<file path="src/rtl/gpio_evt_pkg.sv">
package gpio_evt_pkg;
  localparam int ADDR_W   = 3;
  localparam int CFGA_W   = 3;
  localparam int CFGA_OE  = 0;
  localparam int CFGA_POL = 1;
  localparam int CFGA_LVL = 2;
  localparam int NTGT     = 4;
  localparam int TGT_IRQ  = 0;
  localparam int TGT_SMI  = 1;
  localparam int TGT_SCI  = 2;
  localparam int TGT_PWR  = 3;

  typedef enum logic [ADDR_W-1:0] {
    A_DOUT  = 3'd0,
    A_DIN   = 3'd1,
    A_EVEN  = 3'd2,
    A_EVST  = 3'd3,
    A_SEL   = 3'd4,
    A_CFGA  = 3'd5,
    A_CFGB  = 3'd6,
    A_ROUTE = 3'd7
  } reg_addr_e;
endpackage

</file>
<file path="src/rtl/gpio_evt_sync.sv">
module gpio_evt_sync #(
  parameter int W = 8
) (
  input  logic         clk_i,
  input  logic         rst_ni,
  input  logic [W-1:0] d_i,
  output logic [W-1:0] sync_o,
  output logic [W-1:0] prev_o
);
  logic [W-1:0] meta_q, sync_q, prev_q;
  logic [W-1:0] meta_d, sync_d, prev_d;

  always_comb begin
    meta_d = d_i;
    sync_d = meta_q;
    prev_d = sync_q;
  end

  always_ff @(posedge clk_i or negedge rst_ni) begin
    if (!rst_ni) begin
      meta_q <= '0;
      sync_q <= '0;
      prev_q <= '0;
    end else begin
      meta_q <= meta_d;
      sync_q <= sync_d;
      prev_q <= prev_d;
    end
  end

  assign sync_o = sync_q;
  assign prev_o = prev_q;
endmodule

</file>
<file path="src/rtl/gpio_evt_detect.sv">
module gpio_evt_detect #(
  parameter int NPIN = 8
) (
  input  logic [NPIN-1:0] cur_i,
  input  logic [NPIN-1:0] prev_i,
  input  logic [NPIN-1:0] pol_i,
  input  logic [NPIN-1:0] lvl_i,
  output logic [NPIN-1:0] hit_o
);
  for (genvar g = 0; g < NPIN; g++) begin : g_pin
    logic rise, fall, edge_hit, lvl_hit;
    assign rise     = cur_i[g] & ~prev_i[g];
    assign fall     = ~cur_i[g] & prev_i[g];
    assign edge_hit = pol_i[g] ? rise : fall;
    assign lvl_hit  = ~(cur_i[g] ^ pol_i[g]);
    assign hit_o[g] = lvl_i[g] ? lvl_hit : edge_hit;
  end
endmodule

</file>
<file path="src/rtl/gpio_evt_route.sv">
module gpio_evt_route #(
  parameter int NPIN = 8,
  parameter int NTGT = 4
) (
  input  logic [NPIN-1:0]      pend_i,
  input  logic [NPIN*NTGT-1:0] route_i,
  output logic [NTGT-1:0]      tgt_o
);
  for (genvar t = 0; t < NTGT; t++) begin : g_tgt
    logic [NPIN-1:0] term;
    for (genvar p = 0; p < NPIN; p++) begin : g_pin
      assign term[p] = pend_i[p] & route_i[p*NTGT+t];
    end
    assign tgt_o[t] = |term;
  end
endmodule

</file>
<file path="src/rtl/gpio_evt_port.sv">
module gpio_evt_port
  import gpio_evt_pkg::*;
#(
  parameter int NPIN = 8
) (
  input  logic              clk_i,
  input  logic              rst_ni,
  input  logic              reg_we_i,
  input  logic [ADDR_W-1:0] reg_addr_i,
  input  logic [NPIN-1:0]   reg_wdata_i,
  output logic [NPIN-1:0]   reg_rdata_o,
  input  logic [NPIN-1:0]   pin_i,
  output logic [NPIN-1:0]   pin_o,
  output logic [NPIN-1:0]   pin_oe_o,
  output logic              irq_o,
  output logic              smi_o,
  output logic              sci_o,
  output logic              pwrbtn_o
);
  localparam int SEL_W  = $clog2(NPIN);
  localparam int CFGB_W = NPIN;

  // reset: asynchronous assert, synchronous release
  logic [1:0] rs_q;
  logic       rst_n;
  always_ff @(posedge clk_i or negedge rst_ni) begin
    if (!rst_ni) rs_q <= 2'b00;
    else         rs_q <= {rs_q[0], 1'b1};
  end
  assign rst_n = rs_q[1];

  // register state
  logic [NPIN-1:0]              dout_q, dout_d;
  logic [NPIN-1:0]              en_q, en_d;
  logic [NPIN-1:0]              st_q, st_d;
  logic [SEL_W-1:0]             sel_q, sel_d;
  logic [NPIN-1:0][CFGA_W-1:0]  cfga_q, cfga_d;
  logic [NPIN-1:0][CFGB_W-1:0]  cfgb_q, cfgb_d;
  logic [NPIN-1:0][NTGT-1:0]    rt_q, rt_d;
  logic                         pwr_prev_q, pwr_prev_d;

  logic [NPIN-1:0] clr;
  logic [NPIN-1:0] din_sync, din_prev;
  logic [NPIN-1:0] pol, lvl, oe, hit, pend;
  logic [NTGT-1:0] tgt;

  gpio_evt_sync #(.W(NPIN)) u_sync (
    .clk_i  (clk_i),
    .rst_ni (rst_n),
    .d_i    (pin_i),
    .sync_o (din_sync),
    .prev_o (din_prev)
  );

  for (genvar g = 0; g < NPIN; g++) begin : g_cfg
    assign oe[g]  = cfga_q[g][CFGA_OE];
    assign pol[g] = cfga_q[g][CFGA_POL];
    assign lvl[g] = cfga_q[g][CFGA_LVL];
  end

  gpio_evt_detect #(.NPIN(NPIN)) u_det (
    .cur_i  (din_sync),
    .prev_i (din_prev),
    .pol_i  (pol),
    .lvl_i  (lvl),
    .hit_o  (hit)
  );

  assign pend = st_q & en_q;

  gpio_evt_route #(.NPIN(NPIN), .NTGT(NTGT)) u_route (
    .pend_i  (pend),
    .route_i (rt_q),
    .tgt_o   (tgt)
  );

  // next-state logic
  always_comb begin
    dout_d = dout_q;
    en_d   = en_q;
    sel_d  = sel_q;
    cfga_d = cfga_q;
    cfgb_d = cfgb_q;
    rt_d   = rt_q;
    clr    = '0;
    if (reg_we_i) begin
      case (reg_addr_i)
        A_DOUT:  dout_d = reg_wdata_i;
        A_EVEN:  en_d   = reg_wdata_i;
        A_EVST:  clr    = reg_wdata_i;
        A_SEL:   sel_d  = reg_wdata_i[SEL_W-1:0];
        A_CFGA:  cfga_d[sel_q] = reg_wdata_i[CFGA_W-1:0];
        A_CFGB:  cfgb_d[sel_q] = reg_wdata_i;
        A_ROUTE: rt_d[sel_q]   = reg_wdata_i[NTGT-1:0];
        default: ;
      endcase
    end
    st_d       = (st_q & ~clr) | hit;
    pwr_prev_d = tgt[TGT_PWR];
  end

  // registers
  always_ff @(posedge clk_i or negedge rst_n) begin
    if (!rst_n) begin
      dout_q     <= '0;
      en_q       <= '0;
      st_q       <= '0;
      sel_q      <= '0;
      cfga_q     <= '0;
      cfgb_q     <= '0;
      rt_q       <= '0;
      pwr_prev_q <= 1'b0;
    end else begin
      dout_q     <= dout_d;
      en_q       <= en_d;
      st_q       <= st_d;
      sel_q      <= sel_d;
      cfga_q     <= cfga_d;
      cfgb_q     <= cfgb_d;
      rt_q       <= rt_d;
      pwr_prev_q <= pwr_prev_d;
    end
  end

  // read mux
  always_comb begin
    reg_rdata_o = '0;
    case (reg_addr_i)
      A_DOUT:  reg_rdata_o = dout_q;
      A_DIN:   reg_rdata_o = din_sync;
      A_EVEN:  reg_rdata_o = en_q;
      A_EVST:  reg_rdata_o = st_q;
      A_SEL:   reg_rdata_o[SEL_W-1:0]  = sel_q;
      A_CFGA:  reg_rdata_o[CFGA_W-1:0] = cfga_q[sel_q];
      A_CFGB:  reg_rdata_o = cfgb_q[sel_q];
      A_ROUTE: reg_rdata_o[NTGT-1:0]   = rt_q[sel_q];
      default: reg_rdata_o = '0;
    endcase
  end

  assign pin_o    = dout_q;
  assign pin_oe_o = oe;
  assign irq_o    = tgt[TGT_IRQ];
  assign smi_o    = tgt[TGT_SMI];
  assign sci_o    = tgt[TGT_SCI];
  assign pwrbtn_o = tgt[TGT_PWR] & ~pwr_prev_q;
endmodule

</file>
<file path="config.mk">
export PLATFORM = sky130hd
export DESIGN_NAME = gpio_evt_port
export DESIGN_NICKNAME = d
export VERILOG_FILES = /design/src/rtl/gpio_evt_pkg.sv /design/src/rtl/gpio_evt_sync.sv /design/src/rtl/gpio_evt_detect.sv /design/src/rtl/gpio_evt_route.sv /design/src/rtl/gpio_evt_port.sv
export SDC_FILE = /design/constraint.sdc
export NUM_CORES = 1
export LEC_CHECK = 0
export BUFFER_PORTS_ARGS = -buffer_cell sky130_fd_sc_hd__buf_2
export CAP_MARGIN = 20
export CELL_PAD_IN_SITES_DETAIL_PLACEMENT = 1
export CELL_PAD_IN_SITES_GLOBAL_PLACEMENT = 1
export CORE_UTILIZATION = 45
export DETAILED_ROUTE_END_ITERATION = 16
export PLACE_DENSITY_LB_ADDON = 0.2
export SETUP_SLACK_MARGIN = 0.3
export SKIP_CTS_REPAIR_TIMING = 1
export SLEW_MARGIN = 20
export SYNTH_ARGS = -nofsm -noshare
export SYNTH_HDL_FRONTEND = slang
export SYNTH_HIERARCHICAL = 1
export SYNTH_SLANG_ARGS = --single-unit
</file>
<file path="constraint.sdc">
create_clock -name clk_i -period 4.7 [get_ports clk_i]
set_input_delay 0.235 -clock clk_i [delete_from_list [all_inputs] [get_ports clk_i]]
set_output_delay 0.235 -clock clk_i [all_outputs]
set_load 0.05 [all_outputs]
</file>
==> metrics, run 1 <==
outcome=complete, no violations; Setup crit end kind=primary output; Area Growth Syn to Fin=12.2%; Slowest-stage cell, CP=dfrtp_2; Wirelength per Cell=about 26 µm; Reg clk slew, reported paths=~0.07 ns; IO buf count=49; Post-Synthesis Cells=around 650; vias in the first global route=6,121; TritonRoute pass-1 iters=5; CTS tree=built; Worst Skew=0.00966 ns; Std-Cell Rows=48; Synth Flop Type=dfrtp_1; largest net degree at the start of global routing=173; type of origin of the critical path=flop; Post-synth EDFFs=0; clock sinks=roughly 170; top layer in use=met4; core area=0.0175 mm²; Setup CP Type=reg2out; Via density=6.19; Antenna diodes=0; routed via count=5,678; CP bufs+invs=2; fmax=roughly 0.30 GHz; crit path cell chain=buf_4, mux2_2, a221o_1, o21ai_0, a31oi_1, buf_2; DRT met1 WL=about 10,000 µm; Setup TNS Final=0 ns; Seq/Total Area, Yosys=53.4%; Met3 Wirelength=about 1100 µm; Max H-tree Level=4; P per Cell Area=roughly 520 mW/mm²; final setup violation count=0; IO Count=50; drt drc=0; gr usage total=27.7%; Synth cell types=47; max-slew violations=0; crit path from=sel_q[2]$_DFFE_PN0P_; total global routing overflow=0; Placer Congestion=0.858; starting DRC count in detailed routing=338; area of the die=~0.019 mm²; dpl hpwl=roughly 16,000 µm; share of the clock period used by the worst path=71.6%; relative slew slack=34.9%; Worst-Margin Slew=0.976 ns; mean post-synth cell area=12.6 µm²; Reg2Reg Launch Point=sel_q[2]$_DFFE_PN0P_; Final Hold Viols=0; commonest non-fill, non-tap cell in the layout=dfrtp_1; hold crit path type=in2async; syn_nets=669; Die X=between 100 and 150 µm; share of layout cells above drive strength 1=35.7%; maxcap violations=0; VDD IR-drop max=0.295 mV; commonest cells after routing, fill and taps aside=172 x dfrtp_1, 139 x mux2_2, 49 x buf_2; final core occ=~52%; RSZ-0062 raised after global routing=no; Longest Clk Path Bufs=2; Mapped Area=0.00816 mm²; initial antenna violation count=0; crit path DAT=3.13 ns; CTS Buf Count=17; CP max stage delay=1.00 ns; Synth Register Bits=174; post-route ant nets=0; leakage dissipation=0.00408 µW; Die Ht=137 µm; starting density of the core=46.7%; Post-Route WL=23,700 µm; CTS root buf=clkbuf_16; first-pass GRT wire length=approximately 37,000 µm; minimum clock period=3.36 ns; ys async rst share=100%; DR WL met2=between 10,000 and 15,000 µm; Worst EP required=4.47 ns; clk_lat worst skew=approximately 0.43 ns; Critical Path Fanout Max=43; nets=701; cell family with most CP delay=flip-flops; YS warnings=6
==> path summary, 6_finish.rpt <==
path | slack [ns] | to | cells after the start
worst min-delay path | 0.11 | rs_q[1]$_DFF_PN0_ | 2
worst min register to register | 0.35 | u_sync/sync_o[4]$_DFF_PN0_ | 0
max in group asynchronous | 3.45 | sel_q[2]$_DFFE_PN0P_ | 1
min in group clk_i | 0.20 | st_q[6]$_DFF_PN0_ | 3
worst max register to register | 1.94 | cfgb_q[43]$_DFFE_PN0P_ | 4
worst max-delay path | 1.34 | reg_rdata_o[0] | 6
==> logic make-up after synthesis <==
| group | after synthesis | share of synthesized area (%) |
|---|---|---|
| buffers and inverters | 52 | 3.34 |
| DFF | 174 | 53.4 |
| AOI/OAI and AO/OA | 110 | 9.41 |
| other | 1 | 0.0460 |
| and+or+nand+nor | 136 | 8.49 |
| muxes | 174 | 25.3 |
==> per-stage QoR <==
stage          std cells  total power (µW)  setup WS, ns  hold slack [ns]  instance area, µm²
2_1_floorplan        647              3030          1.82          -0.0606                8160
3_3_place_gp         876              3310          1.84           0.0211                8470
3_5_place_dp         876              3370          1.65           0.0218                8470
4_1_cts              908              4800          1.12           -0.435                9060
5_1_grt              917              4990          1.24           0.0951                9160
6_report             917              4790          1.34            0.112                9160
==> cell usage after synthesis (all sizes together) (2+ instances only) <==
cell | number | area (µm²)
clkbuf | 17 | 65.1
a31oi | 5 | 31.3
o22ai | 17 | 106
a21oi | 11 | 55.1
o21ai | 12 | 60.1
nand3b | 6 | 45.0
a221oi | 14 | 123
a22oi | 21 | 158
a2bb2oi | 3 | 26.3
o22a | 2 | 17.5
a21o | 8 | 60.1
nor2 | 31 | 124
mux2i | 21 | 210
a211oi | 2 | 15.0
or2 | 2 | 12.5
mux2 | 141 | 1590
buf | 32 | 196
dfrtp | 174 | 4350
and3 | 9 | 56.3
nor2b | 15 | 93.8
nor3 | 7 | 46.3
nand4 | 5 | 31.3
inv | 3 | 11.3
o21bai | 10 | 75.1
and2 | 9 | 56.3
nand3 | 9 | 45.0
nand2 | 38 | 148
o21a | 2 | 15.0
mux4 | 12 | 270
nand2b | 3 | 21.3
==> routing by layer <==
metal,up-vias,global-route usage (%)
li1,2437,-
met1,3045,36.5
met2,151,45.3
met3,45,5.81
met4,0,9.51
met5,-,0
==> state kept, by name, summed over array words and instances (netlist names) <==
signal,cells
pin_o,8
rs_q,2
rt_q,32
u_sync/prev_o,8
sel_q,3
st_q,8
cfgb_q,64
pwr_prev_q,1
u_sync/sync_o,8
cfga_q,16
pin_oe_o,8
u_sync/meta_q,8
en_q,8
==> area by class of cell <==
cell class	count	area [µm²]
Clock buffer	23	488
Clock inverter	9	98.8
Fill cell	1791	8320
Inverter	3	11.3
Multi-Input combinational cell	421	3540
Sequential cell	174	4360
Tap cell	225	282
Timing Repair Buffer	62	378
==> power by group <==
part / leakage (µW) / total [µW] / internal [µW] / switching [µW]
Sequential: 0.00220 / 2110 / 1820 / 289
Clock: 0.000279 / 1410 / 797 / 616
Combinational: 0.00160 / 1260 / 526 / 738
==> worst reg2reg max path, stage by stage (launching register included) <==
cell and delay [ns]:
dfrtp_2 1.00, nor2b_1 0.48, nand2_1 0.21, nor2_2 0.55, mux2_2 0.42
Note: power is estimated with default switching activity, not from simulation.
==> inputs of run 2 (changes only) <==
- CORE_UTILIZATION: 45 -> 50
- clock period: 4.7 -> 3.4 ns (I/O delays scaled with it)
==> run 2 against run 1 <==
Sequential share of layout area is essentially flat. Die area shrank 9.9%. Design area barely moved. Wire length shrank 1.1%. Combinational power up 38%. Clock power is 31% higher. Worst hold slack got worse by 0.070 ns. Non-clock buffer count up 6. Via count grew 0.65%. Final cell count decreased by 0.33%. Count of clock-buffer cells in the layout decreased by 3.
==> metrics, run 2 (synthesis results as in run 1) <==
VDD IR-drop max=0.433 mV (+47%); Area Growth Syn to Fin=12.2% (about the same); routed via count=5,715 (+0.65%); flop-to-flop setup slack=0.97 ns (-0.97 ns); max reg flops=64 (unchanged); leakage dissipation=0.00410 µW (+0.41%); largest net degree at the start of global routing=66 (-62%); TritonRoute pass-1 iters=5 (unchanged); clk_lat worst skew=0.43 ns (about the same); Longest Clk Path Bufs=2 (unchanged); Die Ht=130 µm (-5.1%); first-pass GRT wire length=36,500 µm (-2.3%); Setup CP Type=reg2out; max-slew violations=0 (unchanged); IO Count=50 (unchanged); outcome=complete, no violations; share of the clock period used by the worst path=a little under nine tenths; CP bufs+invs=1 (-1); gr usage total=30.0% (+2.3 points); core area=0.0159 mm² (-9.1%); CTS Buf Count=17 (unchanged); nets=707 (+0.86%); starting DRC count in detailed routing=376 (+11%); P per Cell Area=715 mW/mm² (+37%); CP max stage delay=0.82 ns (-0.18 ns); starting density of the core=51.4% (+4.7 points); Wirelength per Cell=25.6 µm (-0.82%); crit path DAT=2.76 ns (-0.37 ns); Slowest-stage cell, CP=nor2b_1; Reg clk slew, reported paths=0.07 ns (about the same); dpl ws=0.827 ns (-0.827 ns); Die X=130 µm (-5.1%); PnR worst setup slack=0.467 ns (-0.870 ns); critical register-to-register path endpoint=rt_q[29]$_DFFE_PN0P_; CTS tree=built; biggest regs=cfgb_q: 64 flops, rt_q: 32 flops, cfga_q: 16 flops; commonest cells after routing, fill and taps aside=172 x dfrtp_1, 139 x mux2_2, 49 x buf_2; crit path from=sel_q[1]$_DFFE_PN0P_; Worst-Margin Slew=1.07 ns (+0.0982 ns); maxcap violations=0 (unchanged); Post-Route WL=23,400 µm (-1.1%); fmax=0.341 GHz; crit path cell chain=nor2b_1, a22oi_1, o22ai_1, a221oi_1, a31oi_1, buf_2; dpl hpwl=16,200 µm (+3.3%); Placer Congestion=0.923 (+7.6%); total global routing overflow=0 (unchanged); Max H-tree Level=4 (unchanged); Critical Path Fanout Max=14 (-67%); worst setup path end=reg_rdata_o[0]; hold crit path type=in2async; Top reg by flops=cfgb_q; Reg2Reg Launch Point=sel_q[2]$_DFFE_PN0P_; Final Hold Viols=0 (unchanged); RSZ-0062 raised after global routing=no; Std-Cell Rows=46 (-4.2%); initial antenna violation count=0 (unchanged); Antenna diodes=0 (unchanged); share of layout cells above drive strength 1=36.1% (+0.41 points); commonest non-fill, non-tap cell in the layout=dfrtp_1; CTS root buf=clkbuf_16; fillers=1,620 (-9.5%); Worst Skew=0.0116 ns (+0.00196 ns); vias in the first global route=6,107 (-0.23%); area of the die=0.0168 mm² (-9.9%); Stages on worst setup path=6 (unchanged); minimum clock period=2.93 ns; Setup TNS Final=0 ns (unchanged); Worst EP required=3.23 ns (-1.24 ns); R2R depth=4 (unchanged); post-route ant nets=0 (unchanged); drt drc=0 (unchanged); Setup crit end kind=primary output; clock sinks=174 (unchanged); final setup violation count=0 (unchanged); IO buf count=49 (unchanged); cell family with most CP delay=simple AND/OR/NAND/NOR gates; Via density=6.25 (+0.98%); relative slew slack=28.2% (-6.7 points); type of origin of the critical path=flop
[run 2: worst min-delay path by stage]
stage,start,endpoint,depth (start not counted)
2_1_floorplan,rst_ni,rs_q[0]$_DFF_PN0_,0
3_3_place_gp,rst_ni,rs_q[0]$_DFF_PN0_,1
3_5_place_dp,rst_ni,rs_q[0]$_DFF_PN0_,1
4_1_cts,rst_ni,rs_q[1]$_DFF_PN0_,1
5_1_grt,rst_ni,rs_q[0]$_DFF_PN0_,2
6_report,rst_ni,rs_q[1]$_DFF_PN0_,2
[run 2: per-stage QoR]
step,total power [µW],instance area (µm²),utilization [%],instances,hold slack (ns)
6_report,6550,9160,57.7,914,0.0419
5_1_grt,6820,9160,57.7,914,0.0332
4_1_cts,6550,9060,57.1,905,-0.504
3_5_place_dp,4690,8510,53.6,873,-0.0425
3_3_place_gp,4580,8510,53.6,873,-0.0457
2_1_floorplan,4190,8160,-,647,-0.126
[run 2: layer usage]
metal  wire length (µm)  GRT usage [%]  vias up  part of all wire (%)
met5                  0              0        -                     0
met4                603           11.4        0                   2.6
met3                988           4.96       45                   4.2
met2              12000           49.7      183                    51
met1               9860           39.9     3050                    42
li1                   -              -     2437                     -
[run 2: power by group]
part           switching (µW)  total (µW)  internal, µW  leakage [µW]
combinational            1010        1740           736       0.00163
clock                     860        1850           991      0.000266
sequential                429        2950          2520       0.00220
total                    2300        6550          4250       0.00410
[run 2: area by class of cell]
class	count	area [µm²]	share of cell area, %
multi-input cells	421	3540	38.6
clock buffers	20	457	4.99
flip-flops and latches	174	4360	47.6
well taps	216	270	2.95
repair buffers	68	423	4.62
clock inverters	12	100	1.09
inverters	3	11.3	0.123
==> inputs of run 3 (changes only) <==
--- a/config.mk
+++ b/config.mk
@@ -7,3 +7,2 @@
 export LEC_CHECK = 0
-export BUFFER_PORTS_ARGS = -buffer_cell sky130_fd_sc_hd__buf_2
 export CAP_MARGIN = 20
@@ -11,4 +10,5 @@
 export CELL_PAD_IN_SITES_GLOBAL_PLACEMENT = 1
-export CORE_UTILIZATION = 50
+export CORE_UTILIZATION = 52
 export DETAILED_ROUTE_END_ITERATION = 16
+export DONT_BUFFER_PORTS = 1
 export PLACE_DENSITY_LB_ADDON = 0.2
==> constraint.sdc (replaced) <==
create_clock -name clk_i -period 3.4 [get_ports clk_i]
set_input_delay 0.51 -clock clk_i [delete_from_list [all_inputs] [get_ports clk_i]]
set_output_delay 0.51 -clock clk_i [all_outputs]
set_load 0.05 [all_outputs]
==> run 3 against run 2 <==
Combinational power down 14%. Critical path type unchanged. First-iteration DRC count up 6.9%. Register-to-register slack worse by 0.02 ns. Worst hold slack better by 0.040 ns. Largest cell class unchanged. Critical endpoint is now reg_rdata_o[2]. Design area down 2.2%. Non-clock buffer count down 46. Worst setup slack worse by 0.050 ns. Clock skew down 0.0021 ns. Die area down 3.8%. Critical path depth up 1.
==> metrics, run 3 (synthesis results as in run 1) <==
outcome=complete, no violations; Met3 Wirelength=1240 µm (+26%); first-pass GRT wire length=35,300 µm (-3.1%); IO Count=50 (unchanged); CTS Buf Count=17 (unchanged); VDD IR-drop max=0.501 mV (+15%); crit path DAT=2.47 ns (-0.29 ns); RSZ-0062 raised after global routing=no; Setup CP Type=reg2out; vias in the first global route=6,026 (-1.3%); critical register-to-register path endpoint=cfgb_q[60]$_DFFE_PN0P_; gr usage total=30.1% (+0.054 points); Reg2Reg Launch Point=sel_q[2]$_DFFE_PN0P_; initial antenna violation count=0 (unchanged); Final Hold Viols=0 (unchanged); worst setup path end=reg_rdata_o[2]; CTS tree=built; top layer in use=met4; flop-to-flop setup slack=0.95 ns (-0.02 ns); Placer Congestion=0.896 (-3.0%); Die X=127 µm (-1.9%); commonest cells after routing, fill and taps aside=170 x dfrtp_1, 139 x mux2_2, 36 x nand2_1; Setup crit end kind=primary output; Critical Path Fanout Max=11 (-3); Setup TNS Final=0 ns (unchanged); area of the die=0.0162 mm² (-3.8%); Wirelength per Cell=26.1 µm (+1.9%); dpl cell area=0.00833 mm² (-2.1%); Longest Clk Path Bufs=2 (unchanged); Via density=6.40 (+2.4%); clk_lat worst skew=0.45 ns (+0.02 ns); Reg clk slew, reported paths=0.07 ns (about the same); CTS root buf=clkbuf_16; final non-filler cell area=0.00896 mm² (-2.2%); final core occ=58.7% (+1.0 points); IO buf count=0 (-100%); Antenna diodes=0 (unchanged); commonest non-fill, non-tap cell in the layout=dfrtp_1; TritonRoute pass-1 iters=5 (unchanged); DRT met1 WL=9270 µm (-6.0%); leakage dissipation=0.00393 µW (-4.2%); type of origin of the critical path=flop; starting density of the core=53.5% (+2.1 points); Seq. cell area=0.00436 mm² (about the same); Area Growth Syn to Fin=9.75%; clock sinks=174 (unchanged); Multi-input gate area=0.00354 mm² (+0.18%); DR WL met2=10,900 µm (-8.7%); Top reg by flops=cfgb_q; total global routing overflow=0 (unchanged); final setup violation count=0 (unchanged); Die Ht=127 µm (-1.9%); P per Cell Area=726 mW/mm² (+1.5%); relative slew slack=37.7% (+9.5 points); Worst-Margin Slew=0.932 ns (-0.142 ns); routed via count=5,523 (-3.4%); dpl hpwl=15,400 µm (-4.6%); share of the clock period used by the worst path=87.7% (+1.5 points); hold depth=0; max-slew violations=0 (unchanged); Max H-tree Level=4 (unchanged); post-route ant nets=0 (unchanged); maxcap violations=0 (unchanged); Post-Route WL=22,600 µm (-3.8%); hold crit path type=in2reg; starting DRC count in detailed routing=402 (+6.9%); minimum clock period=2.98 ns (+0.0501 ns); nets=661 (-6.5%); Std-Cell Rows=45 (-2.2%); Worst Skew=0.00955 ns (-0.00206 ns); fillers=1,488 (-8.1%); Worst EP required=2.89 ns (-0.34 ns); share of layout cells above drive strength 1=33.1% (-3.0 points); crit path from=sel_q[1]$_DFFE_PN0P_; max reg flops=64 (unchanged); fmax=0.335 GHz (-1.7%); largest net degree at the start of global routing=75 (+14%); drt drc=0 (unchanged); R2R depth=4 (unchanged); core area=0.0153 mm² (-3.9%); biggest regs=cfgb_q: 64 flops, rt_q: 32 flops, cfga_q: 16 flops
==> run 3: cell types whose count changed in the layout (fill, tap and decap cells not counted), sizes merged <==
| cell | delta |
|---|---|
| buf | -38 |
| bufinv | +1 |
| clkbuf | -2 |
| clkinvlp | -1 |
| dlygate4sd3 | -8 |
| inv | +2 |
==> run 3: worst min-delay path by stage <==
| stage | startpoint | endpoint |
|---|---|---|
| 6_report | pin_i[3] | u_sync/meta_q[3]$_DFF_PN0_ |
| 2_1_floorplan | rst_ni | rs_q[0]$_DFF_PN0_ |
| 3_3_place_gp | rst_ni | rs_q[0]$_DFF_PN0_ |
| 5_1_grt | pin_i[1] | u_sync/meta_q[1]$_DFF_PN0_ |
| 3_5_place_dp | rst_ni | rs_q[0]$_DFF_PN0_ |
| 4_1_cts | rst_ni | rs_q[1]$_DFF_PN0_ |
==> run 3: metrics by stage <==
step / instances / setup WS (ns) / total power (µW) / hold WS, ns
2_1_floorplan: 647 / 0.525 / 4190 / 0.214
3_3_place_gp: 827 / 0.646 / 4470 / 0.214
3_5_place_dp: 827 / 0.588 / 4550 / 0.214
4_1_cts: 859 / 0.0869 / 6480 / -0.260
5_1_grt: 863 / 0.309 / 6760 / 0.0741
6_report: 863 / 0.417 / 6500 / 0.0821
==> run 3: report_power, final <==
part	internal (µW)	switching (µW)	leakage [µW]	total, µW
clock network	1030	890	0.000278	1920
logic	702	786	0.00145	1490
registers	2520	567	0.00220	3090
total	4260	2240	0.00393	6500
==> run 3: worst max-delay path: stages, from the launching register on <==
cell	delay [ns]
dfrtp_2	0.49
nor2b_1	0.18
buf_4	0.19
a221oi_1	0.37
o21ai_0	0.17
a21oi_1	0.23
a31oi_1	0.15
buf_4	0.22
==> run 3: layout make-up <==
class                           count  area share (%)
Timing Repair Buffer               22            2.24
Multi-Input combinational cell    421            39.6
Clock inverter                     14            1.62
Inverter                            3           0.126
Clock buffer                       18            4.79
Tap cell                          211            2.95
Sequential cell                   174            48.7
==> run 3: metal layers <==
layer | vias up | track usage [%]
met2 | 197 | 47.4
met3 | 66 | 6.11
li1 | 2351 | -
met4 | 0 | 19.5
met5 | - | 0
met1 | 2909 | 37.9
